==> config.mk <==
export PLATFORM = sky130hd
export DESIGN_NAME = pfifo_host_ctrl
export DESIGN_NICKNAME = d
export VERILOG_FILES = /design/src/rtl/pfh_pkg.sv /design/src/rtl/pfh_flag_sync.sv /design/src/rtl/pfh_cycle_timer.sv /design/src/rtl/pfh_rr_arbiter.sv /design/src/rtl/pfifo_host_ctrl.sv
export SDC_FILE = /design/constraint.sdc
export NUM_CORES = 1
export LEC_CHECK = 0
export ABC_AREA = 1
export BUFFER_PORTS_ARGS = -buffer_cell sky130_fd_sc_hd__buf_2
export CORE_AREA = 5 5 53 64
export CTS_CLUSTER_SIZE = 40
export DETAILED_ROUTE_END_ITERATION = 6
export DIE_AREA = 0 0 58 69
export PLACE_DENSITY = 0.7
export SLEW_MARGIN = 10
export SYNTH_ARGS = -nofsm -noshare
export SYNTH_HDL_FRONTEND = slang
export SYNTH_SLANG_ARGS = --single-unit
==> constraint.sdc <==
create_clock -name clk -period 1.7 [get_ports clk]
set_input_delay 0.085 -clock clk [delete_from_list [all_inputs] [get_ports clk]]
set_output_delay 0.085 -clock clk [all_outputs]
set_load 0.05 [all_outputs]
==> src/rtl/pfh_pkg.sv <==
package pfh_pkg;

    typedef enum logic [2:0] {
        ST_IDLE,
        ST_RD_STROBE,
        ST_WR_SETUP,
        ST_WR_STROBE,
        ST_WR_HOLD,
        ST_RECOVER
    } pfh_state_e;

    function automatic int unsigned max2(input int unsigned a, input int unsigned b);
        return (a > b) ? a : b;
    endfunction

endpackage

==> src/rtl/pfh_flag_sync.sv <==
module pfh_flag_sync #(
    parameter int unsigned WIDTH  = 2,
    parameter int unsigned STAGES = 2
) (
    input  logic             clk,
    input  logic             rst_n,
    input  logic [WIDTH-1:0] async_i,
    output logic [WIDTH-1:0] sync_o
);
    localparam int unsigned DEPTH = (STAGES < 2) ? 2 : STAGES;

    // Flags are active low, so the reset value reads as "not ready".
    logic [DEPTH-1:0][WIDTH-1:0] chain_q;

    always_ff @(posedge clk or negedge rst_n) begin
        if (!rst_n) begin
            chain_q <= '1;
        end else begin
            chain_q <= {chain_q[DEPTH-2:0], async_i};
        end
    end

    assign sync_o = chain_q[DEPTH-1];

endmodule

==> src/rtl/pfh_cycle_timer.sv <==
module pfh_cycle_timer #(
    parameter int unsigned CNT_W = 4
) (
    input  logic             clk,
    input  logic             rst_n,
    input  logic             load,
    input  logic [CNT_W-1:0] load_val,
    output logic             expired
);
    logic [CNT_W-1:0] cnt_q;

    // Loaded with N-1 on entry to a state, so the state lasts N cycles.
    always_ff @(posedge clk or negedge rst_n) begin
        if (!rst_n) begin
            cnt_q <= '0;
        end else if (load) begin
            cnt_q <= load_val;
        end else if (cnt_q != '0) begin
            cnt_q <= cnt_q - 1'b1;
        end
    end

    assign expired = (cnt_q == '0);

endmodule

==> src/rtl/pfh_rr_arbiter.sv <==
module pfh_rr_arbiter (
    input  logic clk,
    input  logic rst_n,
    input  logic want_rd,
    input  logic want_wr,
    input  logic commit,
    output logic grant_rd,
    output logic grant_wr
);
    // Starts as if a write was served last, so a read wins the first tie.
    logic last_wr_q;

    always_comb begin
        grant_rd = want_rd && (!want_wr || last_wr_q);
        grant_wr = want_wr && (!want_rd || !last_wr_q);
    end

    always_ff @(posedge clk or negedge rst_n) begin
        if (!rst_n) begin
            last_wr_q <= 1'b1;
        end else if (commit) begin
            last_wr_q <= grant_wr;
        end
    end

endmodule

==> src/rtl/pfifo_host_ctrl.sv <==
module pfifo_host_ctrl
    import pfh_pkg::*;
#(
    parameter int unsigned DATA_W          = 8,
    parameter int unsigned STROBE_ACT_CYC  = 2,
    parameter int unsigned STROBE_REST_CYC = 2,
    parameter int unsigned FLAG_RECOV_CYC  = 2,
    parameter int unsigned SYNC_STAGES     = 2
) (
    input  logic              clk,
    input  logic              rst_n,
    input  logic [DATA_W-1:0] bus_in,
    output logic [DATA_W-1:0] bus_out,
    output logic              bus_oe,
    input  logic              rx_avail_n,
    input  logic              tx_space_n,
    output logic              rd_strobe_n,
    output logic              wr_strobe,
    output logic [DATA_W-1:0] rx_data,
    output logic              rx_valid,
    input  logic              rx_ready,
    input  logic [DATA_W-1:0] tx_data,
    input  logic              tx_valid,
    output logic              tx_ready
);
    // Every timing value is raised to at least 2 cycles.
    localparam int unsigned ACT_C   = max2(STROBE_ACT_CYC, 2);
    localparam int unsigned REST_C  = max2(STROBE_REST_CYC, 2);
    localparam int unsigned RECOV_C = max2(FLAG_RECOV_CYC, 2);
    localparam int unsigned SYNC_C  = max2(SYNC_STAGES, 2);
    localparam int unsigned WAIT_C  = max2(max2(REST_C, RECOV_C), SYNC_C);
    localparam int unsigned CNT_W   = $clog2(max2(ACT_C, WAIT_C) + 1);

    pfh_state_e state_q, state_d;

    logic             rx_avail_s_n;
    logic             tx_space_s_n;
    logic             timer_load;
    logic [CNT_W-1:0] timer_val;
    logic             timer_done;
    logic             want_rd, want_wr;
    logic             grant_rd, grant_wr;
    logic             arb_commit;
    logic             rx_capture;

    logic [DATA_W-1:0] rx_data_q;
    logic              rx_valid_q;
    logic [DATA_W-1:0] tx_hold_q;
    logic              tx_full_q;

    // Flag synchronizers
    pfh_flag_sync #(
        .WIDTH  (2),
        .STAGES (SYNC_C)
    ) u_flag_sync (
        .clk     (clk),
        .rst_n   (rst_n),
        .async_i ({tx_space_n, rx_avail_n}),
        .sync_o  ({tx_space_s_n, rx_avail_s_n})
    );

    // Shared phase timer
    pfh_cycle_timer #(
        .CNT_W (CNT_W)
    ) u_timer (
        .clk      (clk),
        .rst_n    (rst_n),
        .load     (timer_load),
        .load_val (timer_val),
        .expired  (timer_done)
    );

    // Eligibility and arbitration
    assign want_rd    = !rx_avail_s_n && !rx_valid_q;
    assign want_wr    = !tx_space_s_n && tx_full_q;
    assign arb_commit = (state_q == ST_IDLE) && (grant_rd || grant_wr);

    pfh_rr_arbiter u_arb (
        .clk      (clk),
        .rst_n    (rst_n),
        .want_rd  (want_rd),
        .want_wr  (want_wr),
        .commit   (arb_commit),
        .grant_rd (grant_rd),
        .grant_wr (grant_wr)
    );

    // State register
    always_ff @(posedge clk or negedge rst_n) begin
        if (!rst_n) begin
            state_q <= ST_IDLE;
        end else begin
            state_q <= state_d;
        end
    end

    // Next state and timer control
    always_comb begin
        state_d    = state_q;
        timer_load = 1'b0;
        timer_val  = '0;
        unique case (state_q)
            ST_IDLE: begin
                if (grant_rd) begin
                    state_d    = ST_RD_STROBE;
                    timer_load = 1'b1;
                    timer_val  = CNT_W'(ACT_C - 1);
                end else if (grant_wr) begin
                    state_d = ST_WR_SETUP;
                end
            end
            ST_RD_STROBE: begin
                if (timer_done) begin
                    state_d    = ST_RECOVER;
                    timer_load = 1'b1;
                    timer_val  = CNT_W'(WAIT_C - 1);
                end
            end
            ST_WR_SETUP: begin
                state_d    = ST_WR_STROBE;
                timer_load = 1'b1;
                timer_val  = CNT_W'(ACT_C - 1);
            end
            ST_WR_STROBE: begin
                if (timer_done) begin
                    state_d = ST_WR_HOLD;
                end
            end
            ST_WR_HOLD: begin
                state_d    = ST_RECOVER;
                timer_load = 1'b1;
                timer_val  = CNT_W'(WAIT_C - 1);
            end
            ST_RECOVER: begin
                if (timer_done) begin
                    state_d = ST_IDLE;
                end
            end
            default: begin
                state_d = ST_IDLE;
            end
        endcase
    end

    // Port outputs decoded from the state
    always_comb begin
        rd_strobe_n = 1'b1;
        wr_strobe   = 1'b0;
        bus_oe      = 1'b0;
        unique case (state_q)
            ST_RD_STROBE: rd_strobe_n = 1'b0;
            ST_WR_SETUP:  bus_oe      = 1'b1;
            ST_WR_STROBE: begin
                bus_oe    = 1'b1;
                wr_strobe = 1'b1;
            end
            ST_WR_HOLD:   bus_oe      = 1'b1;
            ST_IDLE, ST_RECOVER: begin
                rd_strobe_n = 1'b1;
            end
            default: begin
                rd_strobe_n = 1'b1;
            end
        endcase
        bus_out = bus_oe ? tx_hold_q : '0;
    end

    // Receive register: capture in the last low cycle of the read strobe
    assign rx_capture = (state_q == ST_RD_STROBE) && timer_done;

    always_ff @(posedge clk or negedge rst_n) begin
        if (!rst_n) begin
            rx_valid_q <= 1'b0;
            rx_data_q  <= '0;
        end else if (rx_capture) begin
            rx_valid_q <= 1'b1;
            rx_data_q  <= bus_in;
        end else if (rx_ready) begin
            rx_valid_q <= 1'b0;
        end
    end

    // Transmit holding register: freed as the write sequence ends
    always_ff @(posedge clk or negedge rst_n) begin
        if (!rst_n) begin
            tx_full_q <= 1'b0;
            tx_hold_q <= '0;
        end else if (tx_valid && !tx_full_q) begin
            tx_full_q <= 1'b1;
            tx_hold_q <= tx_data;
        end else if (state_q == ST_WR_HOLD) begin
            tx_full_q <= 1'b0;
        end
    end

    assign rx_data  = rx_data_q;
    assign rx_valid = rx_valid_q;
    assign tx_ready = !tx_full_q;

endmodule

Word level (Yosys, flattened, before mapping) --
Cells that the tools add are included.
Operators by class: add/subtract/negate cells 1, magnitude comparators 0, multipliers 0, equal/unequal tests 9, mux-type cells 22, shift-type cells 0, divide/modulo/power cells 0, reductions and logical operators 26, bitwise gates (word level) 0
Operator list (count):
- 3-bit case mux with 6 select lines | 1
- 3-bit two-way mux | 5
- 1-bit two-way mux | 11
- 8-bit two-way mux | 1
- 2-bit nonzero test | 4
- 1-bit logical AND | 7
- 1-bit logical NOT | 7
- 3-bit by 2-bit == test with 1-bit output (second input constant) | 2
- 3-bit == test (second input constant) | 2
- 2-bit inequality test (second input constant) | 3
- 1-bit case mux with 3 select lines | 2
- 2-bit two-way mux | 2
- 4-bit AND reduction | 1
- 3-bit by 1-bit == test with 1-bit output (second input constant) | 1
- 3-bit logical NOT | 1
- 1-bit logical OR | 3
- 3-bit inequality test (second input constant) | 1
- 3-bit OR reduction | 1
- 2-bit logical NOT | 1
- 2-bit OR reduction | 1
- 2-bit by 1-bit subtractor with 2-bit output (second input constant) | 1
Word-level totals: memories kept 0, bits in read-only memories 0, latch bits 0, output and inout port bits 21, word-level logic and storage cells 67, RAM bits 0, bits in registers 28

Depth between registers and ports, before layout --
Gate-level depths: netlist of run 1.
word-level depth 8, depth in mapped cells 8

Cells and area by module --
A second synthesis of run 1 with hierarchy kept.
Unflattened totals: cells, all modules 162, area, all modules 1340.0 um^2
By module, submodules not included:
- pfifo_host_ctrl | cells an instance 130, area each 1036.0 um^2, seq. area each 525.5 um^2, times used 1
- pfh_cycle_timer | cells an instance 17, area each 120.1 um^2, seq. area each 50.0 um^2, times used 1
- pfh_flag_sync | cells an instance 6, area each 120.1 um^2, seq. area each 105.1 um^2, times used 1
- pfh_rr_arbiter | cells an instance 9, area each 63.8 um^2, seq. area each 26.3 um^2, times used 1

Worst setup path after synthesis of run 1 --
Ideal clock, no wire load.
kind register to output, start point register state_q[0], end point output bus_out[0], required time 1.615 ns, cell stages (with the launch flop) 6, slack 0.248 ns, arrival time 1.367 ns, cell sequence dfrtp_1 > nor2_1 > nand2_2 > nand3_2 > nand2_1 > inv_1
On the way: longest elaborated chain between the ends 4, elaborated cells between the ends (all ways) 6
Ends and longest elaborated chain:
- start, declared | RTL line pfifo_host_ctrl.sv:34 | pfh_state_e state_q, state_d;
- start signal, assigned | RTL line pfifo_host_ctrl.sv:93 | state_q <= state_d;
- 3-bit == test / 3-bit by 2-bit == test with 1-bit output (equally long branches) | RTL line pfifo_host_ctrl.sv:150 | unique case (state_q)
- 3-bit OR reduction (no line) *
- 1-bit two-way mux * | RTL line pfifo_host_ctrl.sv:150
- via bus_oe | RTL line pfifo_host_ctrl.sv:14 | output logic bus_oe,
- 8-bit two-way mux * | RTL line pfifo_host_ctrl.sv:165 | bus_out = bus_oe ? tx_hold_q : '0;
- end, declared | RTL line pfifo_host_ctrl.sv:13 | output logic [DATA_W-1:0] bus_out,
The timed path passes the listed nets; every way through them passes the cells marked *.

Worst setup path after layout of run 1 --
start point register state_q[0], end point output bus_out[2]
On the way: longest elaborated chain between the ends 4, elaborated cells between the ends (all ways) 6
Ends and longest elaborated chain (RTL line):
- 3-bit == test / 3-bit by 2-bit == test with 1-bit output (equally long branches) | pfifo_host_ctrl.sv:150
- 3-bit OR reduction (no line) *
- 1-bit two-way mux * | pfifo_host_ctrl.sv:150
- 8-bit two-way mux * | pfifo_host_ctrl.sv:165
Every way passes the cells marked *; elsewhere a longest branch is shown, timed or not.

==> results of run 1 <==
==> metal layers <==
layer  track usage (%)  wire length, microns  vias up
li1                  -                     -      540
met1              16.6                  1090      485
met2              27.0                  1500       24
met3              1.87                    88        2
met4              2.84                    23        0
met5                 0                     0        -
==> state kept, by name, summed over array words and instances (netlist names) <==
name	flops
rx_data	8
rx_valid	1
state_q	3
tx_full_q	1
tx_hold_q	8
u_arb.last_wr_q	1
u_flag_sync.chain_q	2
u_flag_sync.sync_o	2
u_timer.cnt_q	2
==> through the flow <==
stage / cell area [sq um] / std cells / power [mW] / setup WS (ns)
floorplan: 1220 / 134 / 2.65 / 0.248
global placement: 1480 / 210 / 3.04 / 0.308
detailed placement: 1480 / 210 / 3.08 / 0.286
CTS: 1730 / 234 / 3.48 / 0.0336
global route: 1750 / 235 / 3.78 / 0.00400
finish: 1750 / 235 / 3.52 / 0.0792
==> worst max-delay path: cells and delay by family, from the launching register on <==
family	cells	cell delay [ns]
flip-flops	1	0.48
AND/OR/NAND/NOR	4	0.47
buffers and inverters	2	0.27
==> cell families (layout without fill, tap and decap cells) <==
group | Yosys count | count (layout) | share of synthesized area (%)
buffers and inverters | 23 | 90 | 7.05
adders and majority gates | 1 | 1 | 1.02
DFF | 28 | 28 | 57.7
and+or+nand+nor | 68 | 68 | 24.0
muxes | 8 | 8 | 7.35
AOI/OAI and AO/OA | 5 | 5 | 2.15
xor gates and xnor gates | 1 | 1 | 0.715
==> cell usage in the layout (no fill, tap or decap) <==
cell type / n
nand4_1: 1
inv_1: 21
inv_2: 2
clkbuf_8: 1
mux2_2: 8
xor2_1: 1
nand3_4: 1
nor2_1: 5
a21oi_1: 2
nand2_1: 50
dfstp_2: 5
nand3b_1: 1
nand3_2: 1
buf_4: 9
nand2_2: 2
clkbuf_4: 3
nor2_2: 2
dlygate4sd3_1: 20
dfrtp_1: 21
buf_2: 34
dfrtp_2: 2
ha_1: 1
o21ai_0: 2
nand3_1: 4
nor2_4: 1
o22ai_1: 1
==> power by group through the flow <==
stage	combinational [mW]	clock [mW]	sequential (mW)
2_1_floorplan	1.16	0	1.49
3_3_place_gp	1.90	0	1.14
3_5_place_dp	1.93	0	1.15
4_1_cts	2.02	0.326	1.14
5_1_grt	2.24	0.359	1.18
6_report	2.05	0.319	1.14
==> worst max-delay path by stage <==
stage / to / slack [ns] / cells after the start
after floorplan: bus_out[0] / 0.25 / 5
after global placement: rx_data[1] / 0.31 / 7
after detailed placement: rx_data[1] / 0.29 / 7
after CTS: bus_out[0] / 0.03 / 6
after global routing: bus_out[0] / 0.004 / 6
final: bus_out[2] / 0.08 / 6
==> area by class of cell <==
type | instances | area, sq um
clock buffer | 4 | 36.3
fill | 227 | 978
inverter | 23 | 86.3
multi-input combinational | 83 | 442
sequential | 28 | 709
tap | 34 | 42.5
timing repair buffer | 63 | 438
==> timing repair <==
action / CTS / global route
setup buffers: 0 / 1
resized for setup: 8 / 4
hold endpoints to repair: 42 / 0
endpoints found under the setup margin: 8 / 9
hold buffers: 20 / 0
==> results.ini, run 1 <==
[worst_setup_path]
r2r_setup_slack_ns = 0.23
crit_path_top_delay_cell = dfrtp_2
cp_max_fo = 9
reg2regPathDepth = 7
r2r-end = rx_data[6]
crit_type = reg2out
r2r_start = u_timer.cnt_q[0]
cp.required_ns = 1.62
critical-path-max-stage-delay_ns = 0.48
crit_path_end_kind = primary output
crit_start = state_q[0]
cp_cell_sequence = nor2_2, nand2_2, nand3_4, nand2_1, inv_1, buf_4
critPathLaunchType = flop
worstPathArrival_ns = 1.54

[place]
place.detailed.hpwl_mm = 1.80
port_buffers = 42
place.gp.congestion = 0.765

[power_and_ir_drop]
ir_worst_vdd_mv = 1.40
clkPwrFrac_pct = 9.1
seqPwrFrac_pct = 32.5
power.switching_mw = 1.81
combinationalPowerShare_pct = 58.4
p_int_mw = 1.71
p_leak_nw = 1.00
p_per_area_nw_per_um2 = 2000
power_switching_share_pct = 51.4

[drt]
routedWlPerCell_microns = 11.5
num_vias = 1051
first_iter_violations = 21
vias_per_cell = 4.47
drc = 0
postRouteAntennaNets = 0
drt_wl_total_mm = 2.70
dr.pass1.iters = 6

[timing]
rsz0062_at_grt = false
hold_slack_ns = 0.107
fin_crit_sh_pct = 95.3
min_period_ns = 1.62
hold_violations = 0
max_freq_mhz = 617
tns_ns = 0
fin_skew_ns = 0.0144
setup_viol = 0
maxSlewViolCount = 0
worst_pin_slew_ns = 0.606
slew_headroom_pct = 59.6

[worst_hold_path]
hp-class = in2reg
hold_end = tx_full_q
hold_start = tx_valid
hold_depth = 3

[final_layout]
layout-drive-gt1-share_pct = 35.3
final_nets = 225
diodes = 0
area_delta_synth_final_pct = 43.2
postLayoutCoreUtil_pct = 64.2

[synthesis]
yosys-top-cells-count = nand2_1 (50), dfrtp_1 (23), inv_1 (21)
yosys_warnings = 0
syn-num-nets = 157
synth_most_common_cell = nand2_1
netlist_instances = 134
synth_cell_types = 19
yosysSeqAreaShare_pct = 57.7
synth_area_sq_um = 1220
synthArstFlopShare_pct = 100
synth_edf_count = 0
ys_top_cells_by_area = dfrtp_1 (47%), nand2_1 (15%), dfstp_2 (11%)
synthFlopType = dfrtp_1
syn_area_per_cell_sq_um = 9.14
synth_top_cell_area_share_pct = 47.0
synth.largest_area_cell = dfrtp_1
synth_seq_cells = 28

[global_route]
antenna_found_initial = 0
globalRouteTotalUtil_pct = 14.3
grt_pass1_wl_mm = 4.66
grt_overflow_total = 0
grt_max_degree = 29
grt_pass1_vias = 1073

[cts]
cts-root-buf = clkbuf_4
numCtsBuffers = 3
cts_max_level = 1
clk-insertion-delay-late_ns = 0.32
cts.path.max_buffers = 2
cts_sinks = 28
cts_tree = yes
clk_pin_slew_ns = 0.16

[die]
die_h_microns = 69
fp.dieW_microns = 58
die_area_sq_um = 4000
core-area_sq_um = 2730
num_rows = 21
ios = 43
initial_core_util_pct = 44.8

[status]
outcome = finished, final reports clean

[flow_run]
max_cap_viol_count = 0

Note: power is estimated with default switching activity, not from simulation.
==> run 2, diff against run 1 <==
- ABC_AREA: 1 -> unset
- CORE_AREA: 5 5 53 64 -> 5 5 52 63
- DIE_AREA: 0 0 58 69 -> 0 0 57 68
- PLACE_DENSITY: 0.7 -> 0.72
==> results.ini, run 2 <==
[die]
die_area_sq_um = 3880
num_rows = 21
die_h_microns = 68
fp.dieW_microns = 57
core-area_sq_um = 2680
initial_core_util_pct = 45.1
ios = 43

[global_route]
grt_pass1_vias = 1016
globalRouteTotalUtil_pct = 14.9
grt_pass1_wl_mm = 4.37
grt_overflow_total = 0
grt_max_degree = 29
antenna_found_initial = 0

[synthesis]
syn_area_per_cell_sq_um = 12.7
synth_top_cell_area_share_pct = 47.7
syn-num-nets = 118
netlist_instances = 95
yosys-top-cells-count = dfrtp_1 (23), mux2_2 (16), nor2_1 (6)
synth_area_sq_um = 1210
synth_cell_types = 29
synthFlopType = dfrtp_1
synth_seq_cells = 28
yosysSeqAreaShare_pct = 58.5
synth.largest_area_cell = dfrtp_1
synthArstFlopShare_pct = 100
yosys_warnings = 0
synth_edf_count = 0
synth_most_common_cell = dfrtp_1
ys_top_cells_by_area = dfrtp_1 (48%), mux2_2 (15%), dfstp_2 (11%)

[timing]
min_period_ns = 1.68
setup_viol = 0
fin_skew_ns = 0.00452
hold_slack_ns = 0.0200
fin_crit_sh_pct = 98.9
worst_pin_slew_ns = 0.609
hold_violations = 0
maxSlewViolCount = 0
rsz0062_at_grt = true
fin_ws_ns = 0.0185
tns_ns = 0
slew_headroom_pct = 59.4
max_freq_mhz = 595

[place]
place_area_sq_um = 1470
place.gp.congestion = 0.739
place.detailed.hpwl_mm = 1.80
port_buffers = 42
placed_cells = 171
post-place-ws_ns = 0.0357

[worst_setup_path]
critPathLaunchType = flop
cp_max_fo = 7
r2r-end = rx_data[5]
reg2regPathDepth = 6
cp.required_ns = 1.62
worstPathArrival_ns = 1.60
crit_type = reg2out
crit_path_end_kind = primary output
r2r_start = u_timer.cnt_q[0]
r2r_setup_slack_ns = 0.13

[final_layout]
postLayoutCoreUtil_pct = 66.7
finalInstanceArea_sq_um = 1790
diodes = 0
instances_no_fill = 201
nFillCells = 209
most-common-layout-cells = buf_2 (39), dfrtp_1 (20), dlygate4sd3_1 (19), mux2_2 (16), buf_4 (8)
area_delta_synth_final_pct = 48.0
layout_commonest_cell = buf_2
final_nets = 191
layout-drive-gt1-share_pct = 50.9

[cts]
clk-insertion-delay-late_ns = 0.32
clk_pin_slew_ns = 0.14
cts_sinks = 28
numCtsBuffers = 3
cts_tree = yes
cts_max_level = 1
cts.path.max_buffers = 2
cts-root-buf = clkbuf_4

[power_and_ir_drop]
p_per_area_nw_per_um2 = 2070
p_leak_nw = 0.875
finalPower_mw = 3.70
ir_worst_vdd_mv = 1.61

[flow_run]
max_cap_viol_count = 0

[drt]
num_vias = 989
postRouteAntennaNets = 0
dr.pass1.iters = 4
first_iter_violations = 12
drt_wl_total_mm = 2.85
routedWlPerCell_microns = 14.2
drc = 0
vias_per_cell = 4.92

[worst_hold_path]
hold_start = tx_valid
hp-class = in2reg
hold_end = tx_full_q
hold_depth = 3

[status]
outcome = finished, final reports clean

## run 2: cell count changes in the layout (fill, tap and decap cells not counted), sizes merged, moves of 3 or more
cell / delta
buf: +5
inv: -18
nand2: -47
nand3: -6
mux2: +8
nor2b: +5
clkbuf: +3
and2b: +4
## run 2: critical path, stage by stage, from the launching register on
cell,delay [ns]
dfrtp_2,0.52
nor2_4,0.17
mux2i_4,0.10
and2b_1,0.23
clkbuf_4,0.24
## run 2: worst max-delay path by stage
stage / startpoint / endpoint / slack, ns
floorplan: state_q[1] / bus_out[1] / 0.08
global route: state_q[1] / bus_out[1] / -0.05
global placement: u_timer.cnt_q[0] / rx_data[5] / 0.09
finish: state_q[1] / bus_out[4] / 0.02
CTS: state_q[0] / bus_out[6] / 0.0009
detailed placement: u_timer.cnt_q[0] / rx_data[0] / 0.04
## run 2: cell families after synthesis
kind of cell	count (synthesis)	share of synthesized area [%]
and+or+nand+nor	29	14.4
DFF	28	58.5
xor gates and xnor gates	2	1.45
adders and majority gates	1	1.04
AOI/OAI and AO/OA	9	5.18
buffers and inverters	9	3.63
muxes	17	15.8
## run 2: layer usage
metal / global-route usage (%) / wire, microns / vias up
met4: 8.70 / 105 / 0
met1: 15.6 / 1040 / 472
met2: 27.7 / 1600 / 32
met3: 2.64 / 105 / 11
li1: - / - / 474
met5: 0 / 0 / -
## run 2: what timing repair did
item	in CTS	in global routing
setup buffers	0	6
endpoints found under the hold margin	41	0
gates cloned	0	1
resized for setup	5	7
pin swaps	0	1
hold buffers	19	0
setup endpoints to repair	9	14
## run 2: final cells by class
class	instances	area [sq um]	area share (%)
timing repair buffer	71	492	27.5
multi-input combinational	59	497	27.8
sequential	28	711	39.8
tap	34	42.5	2.38
inverter	5	18.8	1.05
clock buffer	4	26.3	1.47
## run 2: report_power, final
part           internal (mW)  leakage [nW]  switching (mW)
sequential             0.976         0.322           0.223
clock                 0.0919        0.0150           0.188
combinational          0.851         0.538            1.37
total                   1.92         0.875            1.78
